==> config.mk <==
export PLATFORM = sky130hd
export DESIGN_NAME = async_bus_timer
export DESIGN_NICKNAME = d
export VERILOG_FILES = /design/src/rtl/abt_pkg.sv /design/src/rtl/abt_cfg_regs.sv /design/src/rtl/abt_gap_sel.sv /design/src/rtl/abt_seq.sv /design/src/rtl/async_bus_timer.sv
export SDC_FILE = /design/constraint.sdc
export NUM_CORES = 1
export LEC_CHECK = 0
export ABC_AREA = 1
export BUFFER_PORTS_ARGS = -buffer_cell sky130_fd_sc_hd__buf_2
export CAP_MARGIN = 40
export CORE_MARGIN = 2
export CORE_UTILIZATION = 52
export DETAILED_ROUTE_END_ITERATION = 7
export GPL_TIMING_DRIVEN = 1
export PLACE_DENSITY = 0.76
export SYNTH_ARGS = -nofsm -noshare
export SYNTH_HDL_FRONTEND = slang
export SYNTH_SLANG_ARGS = --single-unit
export TNS_END_PERCENT = 10
==> constraint.sdc <==
create_clock -name clk -period 3.1 [get_ports clk]
set_input_delay 0.465 -clock clk [delete_from_list [all_inputs] [get_ports clk]]
set_output_delay 0.465 -clock clk [all_outputs]
set_load 0.01 [all_outputs]
==> src/rtl/abt_pkg.sv <==
package abt_pkg;

  localparam int BCR_W     = 15;
  localparam int WCR_W     = 11;
  localparam int MAX_TICKS = 2 * 24 + 2;
  localparam int TCW       = $clog2(MAX_TICKS + 1);

  typedef enum logic [2:0] {
    PH_IDLE, PH_GAP, PH_SETUP, PH_STROBE, PH_HOLD, PH_DONE
  } phase_e;

  // bus-control: idle-gap codes
  typedef struct packed {
    logic [2:0] after_wr;
    logic [2:0] rw_diff;
    logic [2:0] rw_same;
    logic [2:0] rr_diff;
    logic [2:0] rr_same;
  } bcr_t;

  // wait-control: phase lengths
  typedef struct packed {
    logic [1:0] hold;
    logic [1:0] setup;
    logic [2:0] wr_wait;
    logic [3:0] rd_wait;
  } wcr_t;

  localparam bcr_t BCR_RST = '{3'd2, 3'd2, 3'd2, 3'd2, 3'd2};
  localparam wcr_t WCR_RST = '{2'd0, 2'd0, 3'd0, 4'd2};

  function automatic logic [4:0] rd_wait_cycles(input logic [3:0] code);
    logic [4:0] r;
    case (code)
      4'd7:    r = 5'd8;
      4'd8:    r = 5'd10;
      4'd9:    r = 5'd12;
      4'd10:   r = 5'd14;
      4'd11:   r = 5'd18;
      4'd12, 4'd13, 4'd14, 4'd15: r = 5'd24;
      default: r = {1'b0, code};
    endcase
    return r;
  endfunction

  function automatic logic [4:0] wr_wait_cycles(input logic [2:0] wcode,
                                                input logic [3:0] rcode);
    logic [4:0] r;
    if (wcode == 3'd0) r = rd_wait_cycles(rcode);
    else               r = {2'b00, wcode - 3'd1};
    return r;
  endfunction

  function automatic logic [3:0] gap_cycles(input logic [2:0] code);
    logic [3:0] r;
    if (code <= 3'd2) r = {1'b0, code};
    else              r = {code, 1'b0} - 4'd2;
    return r;
  endfunction

endpackage

==> src/rtl/abt_cfg_regs.sv <==
module abt_cfg_regs
  import abt_pkg::*;
#(
  parameter int NSPACE = 4,
  localparam int SPW = $clog2(NSPACE)
) (
  input  logic             clk,
  input  logic             rst_n,
  input  logic             cfg_we,
  input  logic             cfg_wcr,
  input  logic [SPW-1:0]   cfg_sel,
  input  logic [BCR_W-1:0] cfg_wdata,
  output bcr_t             bcr_o [NSPACE],
  output wcr_t             wcr_o [NSPACE]
);

  for (genvar s = 0; s < NSPACE; s++) begin : g_space
    logic hit;
    assign hit = cfg_we && (cfg_sel == SPW'(s));

    always_ff @(posedge clk or negedge rst_n) begin
      if (!rst_n) begin
        bcr_o[s] <= BCR_RST;
        wcr_o[s] <= WCR_RST;
      end else if (hit) begin
        if (cfg_wcr) wcr_o[s] <= wcr_t'(cfg_wdata[WCR_W-1:0]);
        else         bcr_o[s] <= bcr_t'(cfg_wdata);
      end
    end
  end

endmodule

==> src/rtl/abt_gap_sel.sv <==
module abt_gap_sel
  import abt_pkg::*;
#(
  parameter int NSPACE = 4,
  localparam int SPW = $clog2(NSPACE)
) (
  input  logic           prev_valid,
  input  logic           prev_write,
  input  logic [SPW-1:0] prev_space,
  input  bcr_t           prev_bcr,
  input  logic           next_write,
  input  logic [SPW-1:0] next_space,
  output logic [TCW-1:0] gap_ticks
);

  logic       same;
  logic [2:0] code;

  always_comb begin
    same = (prev_space == next_space);
    if (prev_write)      code = prev_bcr.after_wr;
    else if (next_write) code = same ? prev_bcr.rw_same : prev_bcr.rw_diff;
    else                 code = same ? prev_bcr.rr_same : prev_bcr.rr_diff;
    gap_ticks = prev_valid ? TCW'({gap_cycles(code), 1'b0}) : '0;
  end

endmodule

==> src/rtl/abt_seq.sv <==
module abt_seq
  import abt_pkg::*;
#(
  parameter int NSPACE = 4,
  parameter int AW = 20,
  parameter int DW = 16,
  localparam int SPW = $clog2(NSPACE)
) (
  input  logic           clk,
  input  logic           rst_n,
  input  logic           req_valid,
  output logic           req_ready,
  input  logic           req_write,
  input  logic [SPW-1:0] req_space,
  input  logic [AW-1:0]  req_addr,
  input  logic [DW-1:0]  req_wdata,
  input  wcr_t           req_wcr,
  input  logic [TCW-1:0] gap_ticks,
  output logic           prev_valid,
  output logic           prev_write,
  output logic [SPW-1:0] prev_space,
  output logic           rsp_valid,
  output logic [DW-1:0]  rsp_rdata,
  output logic           mem_cs_n,
  output logic           mem_rd_n,
  output logic           mem_we_n,
  output logic [AW-1:0]  mem_addr,
  output logic [DW-1:0]  mem_wdata,
  output logic           mem_wdata_oe,
  input  logic [DW-1:0]  mem_rdata
);

  phase_e         state;
  logic [TCW-1:0] cnt, low_run, gap_q, su_q, str_q, ho_q;
  logic           wr_q;
  logic [SPW-1:0] space_q;
  logic [AW-1:0]  addr_q;
  logic [DW-1:0]  wdata_q, rdata_q;

  logic           accept, cs_on, gap_met;
  logic [TCW:0]   low_next;
  logic [4:0]     acc_wait;
  logic [TCW-1:0] acc_su, acc_str, acc_ho, gap_need;

  always_comb begin
    accept   = (state == PH_IDLE) && req_valid;
    cs_on    = (state == PH_SETUP) || (state == PH_STROBE) || (state == PH_HOLD);
    low_next = {1'b0, low_run} + (TCW+1)'(1);
    gap_need = (state == PH_IDLE) ? gap_ticks : gap_q;
    gap_met  = low_next >= {1'b0, gap_need};
    acc_wait = req_write ? wr_wait_cycles(req_wcr.wr_wait, req_wcr.rd_wait)
                         : rd_wait_cycles(req_wcr.rd_wait);
    acc_su   = TCW'({req_wcr.setup, 1'b1});
    acc_ho   = TCW'({req_wcr.hold, 1'b1});
    acc_str  = TCW'({acc_wait, 1'b0}) + TCW'(2);
  end

  // consecutive clocks with chip select released
  always_ff @(posedge clk or negedge rst_n) begin
    if (!rst_n)                low_run <= '1;
    else if (cs_on)            low_run <= '0;
    else if (low_run != '1)    low_run <= low_run + TCW'(1);
  end

  always_ff @(posedge clk or negedge rst_n) begin
    if (!rst_n) begin
      state      <= PH_IDLE;
      cnt        <= '0;
      gap_q      <= '0;
      su_q       <= '0;
      str_q      <= '0;
      ho_q       <= '0;
      wr_q       <= 1'b0;
      space_q    <= '0;
      addr_q     <= '0;
      wdata_q    <= '0;
      rdata_q    <= '0;
      prev_valid <= 1'b0;
      prev_write <= 1'b0;
      prev_space <= '0;
    end else begin
      case (state)
        PH_IDLE: if (accept) begin
          wr_q    <= req_write;
          space_q <= req_space;
          addr_q  <= req_addr;
          wdata_q <= req_wdata;
          su_q    <= acc_su;
          str_q   <= acc_str;
          ho_q    <= acc_ho;
          gap_q   <= gap_ticks;
          if (gap_met) begin
            state <= PH_SETUP;
            cnt   <= acc_su - TCW'(1);
          end else begin
            state <= PH_GAP;
          end
        end
        PH_GAP: if (gap_met) begin
          state <= PH_SETUP;
          cnt   <= su_q - TCW'(1);
        end
        PH_SETUP: begin
          if (cnt == '0) begin
            state <= PH_STROBE;
            cnt   <= str_q - TCW'(1);
          end else begin
            cnt <= cnt - TCW'(1);
          end
        end
        PH_STROBE: begin
          if (cnt == '0) begin
            if (!wr_q) rdata_q <= mem_rdata;
            state <= PH_HOLD;
            cnt   <= ho_q - TCW'(1);
          end else begin
            cnt <= cnt - TCW'(1);
          end
        end
        PH_HOLD: begin
          if (cnt == '0) begin
            state      <= PH_DONE;
            prev_valid <= 1'b1;
            prev_write <= wr_q;
            prev_space <= space_q;
          end else begin
            cnt <= cnt - TCW'(1);
          end
        end
        default: state <= PH_IDLE;
      endcase
    end
  end

  assign req_ready    = (state == PH_IDLE);
  assign rsp_valid    = (state == PH_DONE);
  assign rsp_rdata    = rdata_q;
  assign mem_cs_n     = !cs_on;
  assign mem_rd_n     = !((state == PH_STROBE) && !wr_q);
  assign mem_we_n     = !((state == PH_STROBE) && wr_q);
  assign mem_addr     = addr_q;
  assign mem_wdata    = wdata_q;
  assign mem_wdata_oe = cs_on && wr_q;

  // idle after reset
  p_reset_quiet_r1: assert property (@(posedge clk) disable iff (!rst_n)
    $rose(rst_n) |-> (mem_cs_n && mem_rd_n && mem_we_n && req_ready && !rsp_valid));

  // strobe only inside chip select, never on its first clock
  p_strobe_in_cs_r2: assert property (@(posedge clk) disable iff (!rst_n)
    (!mem_rd_n || !mem_we_n) |-> !mem_cs_n);
  p_setup_first_r2: assert property (@(posedge clk) disable iff (!rst_n)
    $fell(mem_cs_n) |-> (mem_rd_n && mem_we_n));

  // chip select outlasts the strobe
  p_hold_after_strobe_r5: assert property (@(posedge clk) disable iff (!rst_n)
    ($rose(mem_rd_n) || $rose(mem_we_n)) |-> !mem_cs_n);

  // every chip select follows at least the latched idle gap
  p_gap_respected_r6: assert property (@(posedge clk) disable iff (!rst_n)
    $fell(mem_cs_n) |-> (low_run >= gap_q));

  // done is one clock, exactly where chip select is released
  p_done_at_release_r8: assert property (@(posedge clk) disable iff (!rst_n)
    $rose(mem_cs_n) |-> rsp_valid);
  p_done_single_r8: assert property (@(posedge clk) disable iff (!rst_n)
    rsp_valid |=> !rsp_valid);

  // no ready while busy, never both strobes
  p_ready_idle_r10: assert property (@(posedge clk) disable iff (!rst_n)
    req_ready |-> (mem_cs_n && !rsp_valid));
  p_one_strobe_r10: assert property (@(posedge clk) disable iff (!rst_n)
    !(!mem_rd_n && !mem_we_n));

endmodule

==> src/rtl/async_bus_timer.sv <==
module async_bus_timer
  import abt_pkg::*;
#(
  parameter int NSPACE = 4,
  parameter int AW = 20,
  parameter int DW = 16,
  localparam int SPW = $clog2(NSPACE)
) (
  input  logic             clk,
  input  logic             rst_n,
  input  logic             cfg_we,
  input  logic             cfg_wcr,
  input  logic [SPW-1:0]   cfg_sel,
  input  logic [BCR_W-1:0] cfg_wdata,
  input  logic             req_valid,
  output logic             req_ready,
  input  logic             req_write,
  input  logic [SPW-1:0]   req_space,
  input  logic [AW-1:0]    req_addr,
  input  logic [DW-1:0]    req_wdata,
  output logic             rsp_valid,
  output logic [DW-1:0]    rsp_rdata,
  output logic             mem_cs_n,
  output logic             mem_rd_n,
  output logic             mem_we_n,
  output logic [AW-1:0]    mem_addr,
  output logic [DW-1:0]    mem_wdata,
  output logic             mem_wdata_oe,
  input  logic [DW-1:0]    mem_rdata
);

  bcr_t           bcr [NSPACE];
  wcr_t           wcr [NSPACE];
  logic           prev_valid, prev_write;
  logic [SPW-1:0] prev_space;
  logic [TCW-1:0] gap_ticks;

  abt_cfg_regs #(.NSPACE(NSPACE)) u_regs (
    .clk(clk), .rst_n(rst_n), .cfg_we(cfg_we), .cfg_wcr(cfg_wcr),
    .cfg_sel(cfg_sel), .cfg_wdata(cfg_wdata), .bcr_o(bcr), .wcr_o(wcr)
  );

  abt_gap_sel #(.NSPACE(NSPACE)) u_gap (
    .prev_valid(prev_valid), .prev_write(prev_write), .prev_space(prev_space),
    .prev_bcr(bcr[prev_space]), .next_write(req_write), .next_space(req_space),
    .gap_ticks(gap_ticks)
  );

  abt_seq #(.NSPACE(NSPACE), .AW(AW), .DW(DW)) u_seq (
    .clk(clk), .rst_n(rst_n),
    .req_valid(req_valid), .req_ready(req_ready), .req_write(req_write),
    .req_space(req_space), .req_addr(req_addr), .req_wdata(req_wdata),
    .req_wcr(wcr[req_space]), .gap_ticks(gap_ticks),
    .prev_valid(prev_valid), .prev_write(prev_write), .prev_space(prev_space),
    .rsp_valid(rsp_valid), .rsp_rdata(rsp_rdata),
    .mem_cs_n(mem_cs_n), .mem_rd_n(mem_rd_n), .mem_we_n(mem_we_n),
    .mem_addr(mem_addr), .mem_wdata(mem_wdata), .mem_wdata_oe(mem_wdata_oe),
    .mem_rdata(mem_rdata)
  );

endmodule

### After elaboration in Yosys (flattened, before gate mapping)

Cells that the tools add are included.

| storage, ports and cells | value |
|---|---|
| input bits | 77 |
| output and inout bits | 58 |
| bits in registers | 196 |

| cells by class | value |
|---|---|
| eq/ne operators | 26 |
| order comparisons | 4 |
| $add $sub $neg | 10 |
| bitwise gates (word level) | 4 |
| muxes and demuxes | 32 |
| reduce and logical (&&, ||, !) cells | 34 |

Operators by type and width:

| operator | number |
|---|---|
| 2-to-1 mux 6 bit | 9 |
| == test 4 bit (second input constant) | 8 |
| binary-select mux 15 bit (select 2 bit) | 1 |
| 2-to-1 mux 15 bit | 2 |
| case mux 5 bit (6 select lines) | 1 |
| case mux 6 bit (5 select lines) | 1 |
| 2-to-1 mux 3 bit | 9 |
| binary-select mux 11 bit (select 2 bit) | 1 |
| 2-to-1 mux 11 bit | 2 |
| AND reduction 2 bit | 10 |
| 2-to-1 mux 5 bit | 3 |
| case mux 3 bit (5 select lines) | 1 |
| subtractor 3 x 1 -> 4 bit (second input constant) | 3 |
| subtractor 6 x 1 -> 6 bit (second input constant) | 2 |
| AND reduction 5 bit | 2 |
| logical AND 1 bit | 8 |
| != test 2 bit (second input constant) | 4 |
| adder 6 x 1 -> 7 bit (second input constant) | 1 |
| greater-or-equal comparator 7 x 6 -> 1 bit | 1 |
| adder 6 x 1 -> 6 bit (second input constant) | 1 |
| adder 6 x 2 -> 6 bit (second input constant) | 1 |
| == test 3 x 2 -> 1 bit (second input constant) | 2 |
| == test 3 bit (second input constant) | 2 |
| greater-or-equal comparator 3 bit (second input constant) | 2 |
| other kinds (23) | 33 |

### Logic depth before layout (Yosys ltp)

Gate-level depths: netlist of run 1.

| logic depth | value |
|---|---|
| word-level depth | 15 |
| depth in mapped cells | 29 |
| gate-level depth less buffers | 27 |

### By module

A second synthesis of run 1 with hierarchy kept.

| unflattened totals | value |
|---|---|
| cells, all modules | 1,415 |
| area, all modules | 10,478.8 µm² |

Modules (own cells, without submodules):

| module | instances | cells each | seq. area each (µm²) | area an instance (µm²) |
|---|---|---|---|---|
| abt_seq | 1 | 569 | 2,259.7 | 4,643.2 |
| abt_cfg_regs | 1 | 474 | 2,632.5 | 4,231.6 |
| async_bus_timer | 1 | 305 | 0.0 | 1,252.5 |
| abt_gap_sel | 1 | 67 | 0.0 | 351.6 |

### Worst setup path before layout of run 1

Ideal clock, no wire load.

| path | value |
|---|---|
| path kind | input port to flip-flop |
| start point | input port req_space[0] |
| end point | register u_seq.cnt[1] |
| data required time | 2.982 ns |
| setup time | 0.118 ns |
| stages on the path | 28 |
| setup slack | 0.018 ns |
| data arrival time | 2.964 ns |
| path through | buf_6 inv_8 buf_12 nand2_4 nand4_4 clkinv_2 nand3_1 nand2_1 nand2_1 nand2_1 inv_2 ha_1 inv_1 nand3_1 nand2_2 inv_2 nand3_1 nand2_1 ha_1 nand2_1 a21boi_1 o21a_1 o21ai_1 nand3_1 nand2_2 nor2_8 nand2_1 o21ai_2 |

| between the ends | value |
|---|---|
| cells in the longest elaborated chain, start to end | 11 |
| elaborated cells between the ends (all ways) | 22 |

RTL lines:

| element | line | text |
|---|---|---|
| start, declared | async_bus_timer.sv:18 | `input logic [SPW-1:0] req_space,` |
| == test 2 bit | abt_gap_sel.sv:20 | `same = (prev_space == next_space);` |
| 2-to-1 mux 3 bit (on tied branches) | abt_gap_sel.sv:23, abt_gap_sel.sv:22 |  |
| 2-to-1 mux 3 bit | abt_gap_sel.sv:22 | `else if (next_write) code = same ? prev_bcr.rw_same : prev_bcr.rw_diff;` |
| 2-to-1 mux 3 bit | abt_gap_sel.sv:21 | `if (prev_write) code = prev_bcr.after_wr;` |
| subtractor 4 x 2 -> 4 bit or less-or-equal comparator 3 x 2 -> 1 bit (tied branches) | abt_pkg.sv:57, abt_pkg.sv:56 |  |
| 2-to-1 mux 4 bit | abt_pkg.sv:56 | `if (code <= 3'd2) r = {1'b0, code};` |
| 2-to-1 mux 5 bit | abt_gap_sel.sv:24 | `gap_ticks = prev_valid ? TCW'({gap_cycles(code), 1'b0}) : '0;` |
| 2-to-1 mux 6 bit | abt_seq.sv:49 | `gap_need = (state == PH_IDLE) ? gap_ticks : gap_q;` |
| greater-or-equal comparator 7 x 6 -> 1 bit | abt_seq.sv:50 | `gap_met = low_next >= {1'b0, gap_need};` |
| != test 2 x 1 -> 1 bit (no line) | n/a |  |
| AND reduction 5 bit (no line) | n/a |  |
| end signal, assigned | abt_seq.sv:94 | `cnt <= acc_su - TCW'(1);` |
| end signal, assigned | abt_seq.sv:101 | `cnt <= su_q - TCW'(1);` |
| end signal, assigned | abt_seq.sv:106 | `cnt <= str_q - TCW'(1);` |
| end, declared | abt_seq.sv:34 | `logic [TCW-1:0] cnt, low_run, gap_q, su_q, str_q, ho_q;` |

Parallel ways exist; a longest one is shown, timed or not. The select of a mux whose other input is x is not followed.
A chain may end at the register's enable or synchronous reset.

### Worst setup path in the final report of run 1

| path | value |
|---|---|
| start point | register u_seq.prev_space[0] |
| end point | register u_seq.cnt[3] |

| between the ends | value |
|---|---|
| cells in the longest elaborated chain, start to end | 14 |
| elaborated cells between the ends (all ways) | 18 |

RTL lines:

| element | line | text |
|---|---|---|
| start, declared | abt_seq.sv:21 | `output logic [SPW-1:0] prev_space,` |
| start signal, assigned | abt_seq.sv:125 | `prev_space <= space_q;` |
| inverter 2 -> 3 bit (implied by the code) | async_bus_timer.sv:45 | `.prev_bcr(bcr[prev_space]), .next_write(req_write), .next_space(req_space),` |
| binary-select mux 15 bit (select 2 bit) | async_bus_timer.sv:45 |  |
| 2-to-1 mux 15 bit (implied by the code) (2 in series) | async_bus_timer.sv:45 |  |
| 2-to-1 mux 3 bit (on tied branches) | abt_gap_sel.sv:23, abt_gap_sel.sv:22 |  |
| 2-to-1 mux 3 bit | abt_gap_sel.sv:22 |  |
| 2-to-1 mux 3 bit * | abt_gap_sel.sv:21 |  |
| subtractor 4 x 2 -> 4 bit or less-or-equal comparator 3 x 2 -> 1 bit (tied branches) | abt_pkg.sv:57, abt_pkg.sv:56 |  |
| 2-to-1 mux 4 bit * | abt_pkg.sv:56 |  |
| 2-to-1 mux 5 bit * | abt_gap_sel.sv:24 |  |
| 2-to-1 mux 6 bit * | abt_seq.sv:49 |  |
| greater-or-equal comparator 7 x 6 -> 1 bit * | abt_seq.sv:50 |  |
| != test 2 x 1 -> 1 bit (no line) | n/a |  |
| AND reduction 5 bit (no line) * | n/a |  |

Every way passes the cells marked *; elsewhere a longest branch is shown, timed or not. The select of a mux whose other input is x is not followed.

==> metrics.md, run 1 <==
| Metric | Value |
|---|---|
| Syn Nets | 1234 |
| Post-DP HPWL | 15300 µm |
| Crit path launch | u_seq.prev_space[0] |
| FP Rows | 49 |
| Sequential area share after synthesis | 50.8% |
| Status | finished with violations |
| # nets final | 1377 |
| Max cap viols | 0 |
| XOR/XNOR Fraction of Synth Area | 0.827% |
| Vias per cell | 5.21 |
| Post-route insts no fill | 1527 |
| Synthesis-to-finish area growth | 19.0% |
| Clock-pin slew on the worst setup and hold paths | 0.08 ns |
| Critical path fanouts, max | 10 |
| Post-Syn Area | 9530 µm² |
| Reg2reg setup slack | -0.22 ns |
| RSZ-0062 raised after global routing | yes |
| First-pass iteration count of the detailed router | 5 |
| Leakage power | 5.86 nW |
| CTS Hold Bufs | 0 |
| Core box area | 18000 µm² |
| Max Clk Rate | 301 MHz |
| Max_slew headroom | 44.0% |
| CP required | 3.42 ns |
| Post-synthesis compound-gate area fraction | 10.8% |
| Overflow after GRT | 0 |
| Pre-CTS setup slack | -0.206 ns |
| CP Capture Point | u_seq.cnt[3] |
| Vias in the first global route | 7658 |
| Die area | 19400 µm² |
| First-pass GRT wire length | 37600 µm |
| Synth Area in Simple Gates | 25.9% |
| Post-synthesis mux area share | 2.28% |
| DP Cell Count | 1486 |
| Most area-consuming cells after synthesis | dfrtp_1 (43%), nand2_1 (16%), dfstp_2 (8.3%) |
| Final ANT Viol Nets | 0 |
| Post-synthesis cell count | 1142 |
| Port Buf Inserts | 134 |
| Reg2Reg Capture Point | u_seq.cnt[3] |
| Hold Path Class | in -> async |
| Root buf cell | clkbuf_16 |
| DR WL/cell | 15.1 µm |
| Htree depth | 4 |
| Layout cells sized above 1 | 26.3% |
| Initial Utilization | 53.1% |
| Fillers | 1494 |
| Period utilisation layout | 107% |
| Post-synthesis adder-cell area fraction | 1.97% |
| Worst clock skew | 0.0127 ns |
| CTS tree | yes |
| Fin. max-slew vios | 0 |
| Setup CP Type | reg -> reg |
| Global placement routability congestion | 0.867 |
| Mapped Avg Cell Area | 8.35 µm² |
| RR Startpoint | u_seq.prev_space[0] |
| Drt drc | 0 |
| Main combinational cell family by area after synthesis | simple AND/OR/NAND/NOR gates |
| Final hold vios | 0 |
| Most frequent cells in the layout | nand2_1 (410), dfrtp_1 (161), o21ai_0 (133), buf_2 (133), inv_1 (83) |
| Largest vdd supply drop | 0.570 mV |
| Total clock sinks | 192 |
| Final setup vio count | 9 |
| Power Density | 937 nW/µm² |
| Top Ports | 135 |
| Worst Setup Slack, final | -0.218 ns |
| Yosys warns | 0 |
| Worst Max-Slew Pin Slew | 0.838 ns |
| Skew-Pair Late Insertion Delay | 0.44 ns |
| CP endpoint kind | register |
| Yosys reg bits | 192 |
| Global-route usage over all layers | 23.8% |
| DRT iter0 DRCs | 713 |
| Crit path DAT | 3.64 ns |
| Number of diodes | 0 |
| Post-synth top area cell | dfrtp_1 |
| Vias | 7958 |
| Die H | 139 µm |
| Crit start category | register |
| Synth unique cells | 49 |
| Die X | 139 µm |
| Initial antenna violation count | 0 |
| Total Wirelength | 23000 µm |
| Violated checks | negative setup slack |
| Crit path time final | 3.32 ns |
| Commonest non-fill, non-tap cell in the layout | nand2_1 |
| Top cell type's share of synthesized area | 42.5% |
| CTS buffer count | 17 |
| Largest net degree at the start of global routing | 87 |
| Maximum clock insertion buffer count | 2 |
| Setup TNS | -1.74 ns |
| R2R depth | 21 |
## synth_stat cells (all sizes together)
library cell	instances
clkbuf	21
xnor2	2
o22ai	5
mux2	16
o21a	1
buf	30
a21boi	1
nor3	8
o2111ai	2
xor2	7
o21bai	1
inv	101
o21ai	156
nand4	6
nand2	431
dfrtp	162
a31oi	2
or2	6
ha	15
o211ai	2
nor2	47
nand3	69
o221ai	2
a21oi	13
clkinv	1
a32o	5
dfstp	30
## power breakdown
part           switching (mW)  internal, mW
clock network            1.05          1.09
registers               0.474          3.32
logic                    2.73          1.96
total                    4.26          6.38
## how the worst min path moves through the flow
| stage | end | slack [ns] | cells past startpoint |
|---|---|---|---|
| 4_1_cts | u_regs.bcr_o[12] | 0.11 | 1 |
| 2_1_floorplan | u_regs.bcr_o[0] | 0.17 | 0 |
| 3_5_place_dp | u_seq.mem_wdata[7] | 0.45 | 2 |
| 6_report | u_seq.su_q[0] | 0.06 | 1 |
| 5_1_grt | u_seq.su_q[0] | 0.13 | 1 |
| 3_3_place_gp | u_seq.mem_addr[1] | 0.45 | 2 |
## state kept, by name, summed over array words and instances, names as in the netlist
name and flops:
u_regs.bcr_o 60, u_seq.wr_q 1, u_seq.str_q 5, u_seq.prev_valid 1, u_seq.space_q 2, u_seq.state 3, u_seq.prev_write 1, u_seq.gap_q 4
u_seq.rsp_rdata 16, u_seq.su_q 3, u_seq.mem_wdata 16, u_seq.prev_space 2, u_seq.cnt 6, u_seq.mem_addr 20, u_seq.low_run 6, u_regs.wcr_o 44
u_seq.ho_q 2
## timing repair
item                       in CTS  in global routing
hold endpoints to repair        0                  0
cloned                          0                  3
setup endpoints to repair       9                  9
setup buffers                   0                  6
pin swaps                       2                 17
resized for setup               4                 41
## through the flow
stage               hold slack, ns  area [µm²]  utilization (%)  total power [mW]
CTS                          0.114       11100             61.8              10.2
global route                 0.129       11300             63.1              11.4
finish                      0.0569       11300             63.1              10.6
global placement             0.449       10500             58.3              7.90
floorplan                    0.169        9530                -              6.72
detailed placement           0.453       10500             58.5              8.05
## area by class of cell
type,count,area [µm²],area share (%)
flip-flops and latches,192,4840,42.7
multi-input cells,797,4090,36.0
repair buffers,175,1140,10.1
clock buffers,18,439,3.87
inverters,102,404,3.56
well taps,229,287,2.53
clock inverters,14,138,1.21
## per-layer routing
| metal | vias up | track usage, % | share of wire [%] |
|---|---|---|---|
| met4 | 0 | 8.40 | 2.2 |
| met1 | 3723 | 32.2 | 44 |
| met2 | 253 | 38.5 | 48 |
| li1 | 3942 | - | - |
| met3 | 40 | 4.47 | 5.1 |
| met5 | - | 0 | 0 |
## worst max-delay path: stages, from the launching register on
cell and delay [ns]:
dfrtp_2 0.47, clkinv_4 0.12, clkbuf_16 0.15, buf_4 0.12, nor2_1 0.05, o221ai_2 0.25
nand2_2 0.10, buf_4 0.14, buf_4 0.12, ha_1 0.26, inv_1 0.08, nand3_1 0.09
nand2_1 0.07, nand2_1 0.05, ha_1 0.27, o21a_1 0.13, o21ai_2 0.21, nand3_2 0.16
nand2_4 0.14, nor2_8 0.06, nand2_1 0.07, nand2_1 0.05
## cells by family (layout without fill, tap and decap cells)
logic type,Yosys count,after routing
flops,192,192
compound gates,190,190
simple gates,567,567
mux,16,16
fa+ha+maj,15,15
xor+xnor,9,9
buf+inv,153,309
Note: power is estimated with default switching activity, not from simulation.
==> inputs of run 2 (changes only) <==
- ABC_AREA: 1 -> unset
- CAP_MARGIN: 40 -> unset
- PLACE_DENSITY: 0.76 -> 0.77
==> run 2 against run 1 <==
Against the previous run:
- the flow still finishes with violations (negative setup slack)
- non-clock buffer count is 1 lower
- sequential cell count stayed put
- worst setup slack worse by 0.67 ns
- synthesized area is 4.8% lower
- hold slack worse by 0.017 ns
- global-route usage is 0.73 points lower
- register-to-register slack worse by 0.67 ns
- via count is 21% lower
- clock power is 5% higher
- critical path depth is 5 lower
- combinational power is 39% lower
- synthesized cell count is 35% lower
==> metrics.md, run 2 <==
| Metric | Value |
|---|---|
| Most flop-heavy register | u_regs.bcr_o |
| Crit path cell chain | buf_12, mux4_2, and3_4, a2111o_1, and2_4, ha_4, nand3b_1, nand3b_1, o21ai_1, ha_1, a21bo_1, a21o_1, a21o_1, a211o_1, a31oi_4, mux2_4 |
| CTS Hold Bufs | 0 |
| CP required | 3.42 ns |
| Post-synth top area cell | dfrtp_1 |
| Status | finished with violations |
| Mapped Avg Cell Area | 12.1 µm² |
| Main synth FF type | dfrtp_1 |
| Reg2reg setup slack | -0.89 ns |
| Worst Setup Slack, final | -0.891 ns |
| Synthesis-to-finish area growth | 20.0% |
| Total clock sinks | 192 |
| Number of enable flip-flop cells after synthesis | 0 |
| Postcts setup bufs | 0 |
| Vias | 6260 |
| Number of diodes | 0 |
| Worst Max-Slew Pin Slew | 0.770 ns |
| Cell with the most instances after synthesis | dfrtp_1 |
| Crit path DAT | 4.31 ns |
| Yosys warns | 0 |
| FFs w/ async S/R, synth | 100% |
| Die area | 18500 µm² |
| Syn Nets | 840 |
| Maximum clock insertion buffer count | 2 |
| Gr busiest metal | met2 |
| Die X | 136 µm |
| Root buf cell | clkbuf_16 |
| Core box area | 17200 µm² |
| First-pass iteration count of the detailed router | 4 |
| Largest vdd supply drop | 0.470 mV |
| Layout cells sized above 1 | 42.8% |
| Sequential area share after synthesis | 53.4% |
| Final ANT Viol Nets | 0 |
| Buf/Inv on CP | 1 |
| GR Util met2 | 38.9% |
| DP Cell Count | 1108 |
| DRT iter0 DRCs | 291 |
| Max Clk Rate | 251 MHz |
| CP top delay family | compound AO/OA/AOI/OAI gates |
| First-pass GRT wire length | 32600 µm |
| Setup CP Type | reg -> reg |
| Yosys reg bits | 192 |
| Commonest non-fill, non-tap cell in the layout | dfrtp_1 |
| Period utilisation layout | 129% |
| Global placement routability congestion | 0.878 |
| Number of flip-flops in the largest register | 60 |
| Overflow after GRT | 0 |
| Port Buf Inserts | 134 |
| Global-route usage over all layers | 23.0% |
| Most area-consuming cells after synthesis | dfrtp_1 (45%), mux2_2 (15%), dfstp_2 (8.7%) |
| Most frequent cells after synthesis | dfrtp_1 (162), nand2_1 (156), mux2_2 (117), dfstp_2 (30), clkbuf_1 (28) |
| Area taken by flip-flops and latches | 4840 µm² |
| Crit start category | register |
| Crit path time final | 3.99 ns |
| Total Wirelength | 20000 µm |
| Vias per cell | 5.49 |
| Worst clock skew | 0.00607 ns |
| Final Cell Area | 10900 µm² |
| Power Density | 817 nW/µm² |
| Leakage power | 5.07 nW |
| Violated checks | negative setup slack |
| Post-Syn Area | 9070 µm² |
| # nets final | 994 |
| CP endpoint kind | register |
| Htree depth | 4 |
| Fillers | 1324 |
| Final setup vio count | 8 |
| Vias in the first global route | 6352 |
| DR WL/cell | 17.6 µm |
| Top cell type's share of synthesized area | 44.7% |
| Post-route insts no fill | 1140 |
| CTS tree | yes |
| Area post-placement | 10200 µm² |
| Initial Utilization | 52.8% |
| Hold Path Class | in -> async |
| Critical path fanouts, max | 7 |
| Clock-pin slew on the worst setup and hold paths | 0.07 ns |
| Post-DP HPWL | 14200 µm |
| Drt drc | 0 |
| Slowest CP cell | mux4_2 |
| Max_slew headroom | 48.4% |
| Initial antenna violation count | 0 |
| Area of the multi-input gates | 4070 µm² |
| M3 GR Usage | 5.11% |
| Synth unique cells | 65 |
| CP peak stage delay | 0.49 ns |
| RSZ-0062 raised after global routing | yes |
| Most frequent cells in the layout | dfrtp_1 (162), nand2_1 (155), buf_2 (133), mux2_2 (115), buf_4 (37) |
| Post-synthesis cell count | 748 |
| Top Ports | 135 |
| Die H | 136 µm |
| Final hold vios | 0 |
| Max cap viols | 0 |
| Pre-CTS setup slack | -0.948 ns |
| Largest net degree at the start of global routing | 91 |
| CTS buffer count | 17 |
| Skew-Pair Late Insertion Delay | 0.44 ns |
| FP Rows | 48 |
| Grt met1 use | 29.8% |
| Fin. max-slew vios | 0 |
[run 2: changes by cell type in the layout (fill, tap and decap cells not counted), sizes merged, moves of 27 or more]
cell / before / now
nand3: 69 / 9
o21ai: 156 / 18
inv: 110 / 27
mux2: 16 / 127
nand2: 431 / 156
mux4: 0 / 27
[run 2: layout make-up]
cell class	instances	share of cell area (%)
clock buffers	19	4.16
clock inverters	13	1.39
inverters	22	0.759
multi-input cells	495	37.4
flip-flops and latches	192	44.5
well taps	225	2.59
repair buffers	174	9.26
[run 2: power by group]
| part | switching [mW] | internal [mW] | leakage, nW | total [mW] |
|---|---|---|---|---|
| sequential | 0.435 | 3.33 | 2.28 | 3.77 |
| clock | 0.995 | 1.25 | 0.289 | 2.24 |
| combinational | 1.46 | 1.42 | 2.50 | 2.88 |
[run 2: routing by layer]
metal,routed length [µm],up-vias,part of all wire [%]
li1,-,2951,-
met2,10100,160,50
met3,876,24,4.4
met4,376,0,1.9
met1,8740,3125,44
met5,0,-,0
[run 2: logic make-up after synthesis]
kind of cell	synth area share, %
AO/OA/AOI/OAI	5.86
XOR/XNOR	1.64
buffers and inverters	2.76
multiplexers	23.3
adder cells (fa/ha/maj)	2.07
flip-flops	53.4
AND/OR/NAND/NOR	11.0
[run 2: path summary, 6_finish.rpt]
check                                    startpoint                   to  depth (start not counted)
worst min-delay path                          rst_n  u_seq.rsp_rdata[12]                          1
worst max register to register  u_seq.prev_space[1]         u_seq.cnt[2]                         16
max in group asynchronous                     rst_n     u_regs.bcr_o[31]                          2
min in group clk                        req_addr[4]    u_seq.mem_addr[4]                          3
worst min register to register    u_seq.mem_addr[0]    u_seq.mem_addr[0]                          2
worst max-delay path            u_seq.prev_space[1]         u_seq.cnt[2]                         16
[run 2: worst register-to-register path: cells and delay by family (launching register included)]
family	cells	cell delay [ns]
and+or+nand+nor	4	0.66
muxes	2	0.81
AOI/OAI and AO/OA	7	1.43
adders and majority gates	2	0.45
buffers and inverters	1	0.15
DFF	1	0.39
[run 2: stage by stage]
stage          setup TNS (ns)  total power [mW]  hold slack [ns]  util (%)
2_1_floorplan           -5.15              5.61            0.169         -
3_3_place_gp            -6.30              6.55            0.452      59.6
3_5_place_dp            -6.92              6.67            0.456      59.6
4_1_cts                 -6.57              8.94            0.103      63.2
5_1_grt                 -7.69              9.47            0.127      63.4
6_report                -6.42              8.89           0.0396      63.4
[run 2: timing repair]
action | 4_1_cts | 5_1_grt
pin swaps | 5 | 0
resized for setup | 1 | 5
endpoints found under the setup margin | 8 | 8
==> inputs of run 3 (changes only) <==
- clock period: 3.1 -> 3.39 ns (I/O delays scaled with it)
==> run 3 against run 2 <==
Against the previous run:
- the flow still finishes with violations (negative setup slack)
- utilization up 0.20 points
- sequential cell count unchanged
- die area unchanged
- clock power down 7%
- non-clock buffer count up 5
- clock skew up 0.0039 ns
- worst setup slack better by 0.26 ns
- power down 8.4%
- sequential share of layout area down 0.14 points
- critical endpoint unchanged
- design area up 0.31%
- hold slack better by 0.011 ns
==> metrics.md, run 3 (synthesis results as in run 2) <==
| Metric | Value |
|---|---|
| Status | finished with violations |
| Violated checks | negative setup slack |
| Skew-Pair Late Insertion Delay | 0.43 ns |
| FP Rows | 48 |
| Slowest CP cell | mux4_2 |
| DR WL/cell | 17.2 µm |
| Die area | 18500 µm² |
| Root buf cell | clkbuf_16 |
| Die H | 136 µm |
| Max cap viols | 0 |
| Layout cells sized above 1 | 42.8% |
| CP top delay family | compound AO/OA/AOI/OAI gates |
| Final setup vio count | 8 |
| Vias | 6330 |
| Total Wirelength | 19700 µm |
| Crit path cell chain | buf_6, mux4_2, and3_4, a2111o_1, and2_4, ha_4, nand3b_1, nand3b_1, o21ai_1, ha_1, a21bo_1, a21o_1, a21o_1, a211o_1, a31oi_4, mux2_4 |
| Initial Utilization | 52.8% |
| Reg2Reg Capture Point | u_seq.cnt[2] |
| First-pass iteration count of the detailed router | 5 |
| Core box area | 17200 µm² |
| Final hold vios | 0 |
| Leakage power | 5.10 nW |
| Synthesis-to-finish area growth | 20.4% |
| # nets final | 999 |
| CP peak stage delay | 0.49 ns |
| Fin. max-slew vios | 0 |
| Fin Hold WS | 0.0507 ns |
| CTS buffer count | 17 |
| Port Buf Inserts | 134 |
| Reg2reg setup slack | -0.64 ns |
| RR Startpoint | u_seq.prev_space[1] |
| R2R depth | 16 |
| Final ANT Viol Nets | 0 |
| Overflow after GRT | 0 |
| Number of flip-flops in the largest register | 60 |
| CTS tree | yes |
| Power Density | 746 nW/µm² |
| Critical path fanouts, max | 5 |
| Crit start category | register |
| Worst clock skew | 0.0100 ns |
| CP endpoint kind | register |
| Hold Path Class | in -> async |
| Period utilisation layout | 119% |
| Crit. path cell count | 16 |
| Htree depth | 4 |
| Crit path DAT | 4.34 ns |
| RSZ-0062 raised after global routing | yes |
| Vias per cell | 5.53 |
| Most frequent cells in the layout | dfrtp_1 (162), nand2_1 (155), buf_2 (133), mux2_2 (114), buf_4 (41) |
| Setup TNS | -4.26 ns |
| Worst Setup Slack, final | -0.636 ns |
| Initial antenna violation count | 1 |
| Maximum clock insertion buffer count | 2 |
| Die X | 136 µm |
| Clock-pin slew on the worst setup and hold paths | 0.07 ns |
| Global placement routability congestion | 0.887 |
| Worst Max-Slew Pin Slew | 0.847 ns |
| Vias in the first global route | 6299 |
| Max Clk Rate | 248 MHz |
| Post-DP HPWL | 13800 µm |
| Global-route usage over all layers | 22.3% |
| DRT iter0 DRCs | 346 |
| Crit path time final | 4.03 ns |
| Largest vdd supply drop | 0.445 mV |
| Largest net degree at the start of global routing | 65 |
| Setup CP Type | reg -> reg |
| Number of diodes | 0 |
| CTS Hold Bufs | 0 |
| Total clock sinks | 192 |
| CP required | 3.71 ns |
| Most flop-heavy register | u_regs.bcr_o |
| Commonest non-fill, non-tap cell in the layout | dfrtp_1 |
| Max_slew headroom | 43.3% |
| Drt drc | 0 |
| First-pass GRT wire length | 32000 µm |
| Top Ports | 135 |
| Buf/Inv on CP | 1 |
==> run 3: changes by cell type in the layout (fill, tap and decap cells not counted), moves of 2 or more <==
| cell | before | now |
|---|---|---|
| xnor2_1 | 8 | 10 |
| xnor2_2 | 2 | 0 |
| clkbuf_1 | 0 | 3 |
| clkinvlp_4 | 3 | 1 |
| buf_4 | 37 | 41 |
| buf_6 | 1 | 3 |
==> run 3: layout make-up <==
class,instances,area [µm²]
Clock inverter,10,149
Sequential cell,192,4840
Tap cell,225,282
Inverter,22,82.6
Multi-Input combinational cell,495,4060
Clock buffer,22,464
Timing Repair Buffer,179,1040
Fill cell,1350,6260
==> run 3: timing repair <==
| item | in CTS | in global routing |
|---|---|---|
| endpoints found under the setup margin | 8 | 8 |
| resized for setup | 2 | 7 |
| setup buffers | 0 | 2 |
| pin swaps | 1 | 8 |
==> run 3: metrics by stage <==
stage	cell area [µm²]	util, %	worst slack, ns	total power [mW]	cells
6_report	10900	63.6	-0.636	8.15	1145
5_1_grt	10900	63.6	-0.773	8.66	1145
4_1_cts	10900	63.3	-0.612	8.18	1143
3_5_place_dp	10300	59.7	-0.650	6.07	1111
3_3_place_gp	10300	59.7	-0.535	5.99	1111
2_1_floorplan	9110	-	-0.531	5.13	748
==> run 3: how the worst max path moves through the flow <==
stage / startpoint / end / slack (ns)
2_1_floorplan: u_seq.prev_space[1] / u_seq.cnt[0] / -0.53
3_5_place_dp: req_write / u_seq.cnt[5] / -0.65
5_1_grt: u_seq.prev_space[1] / u_seq.cnt[2] / -0.77
3_3_place_gp: u_seq.prev_space[1] / u_seq.cnt[2] / -0.54
6_report: u_seq.prev_space[1] / u_seq.cnt[2] / -0.64
4_1_cts: u_seq.prev_space[1] / u_seq.cnt[5] / -0.61
==> run 3: metal layers <==
metal  GRT usage, %  up-vias  share of wire (%)
met4           6.94        0                1.3
met3           4.55       23                4.5
met5              0        -                  0
met2           37.3      145                 50
li1               -     2962                  -
met1           29.4     3200                 44
==> run 3: where the power goes <==
group / leakage, nW / total [mW] / internal [mW] / switching [mW]
Combinational: 2.52 / 2.63 / 1.31 / 1.33
Sequential: 2.28 / 3.44 / 3.05 / 0.388
Clock: 0.298 / 2.08 / 1.21 / 0.863
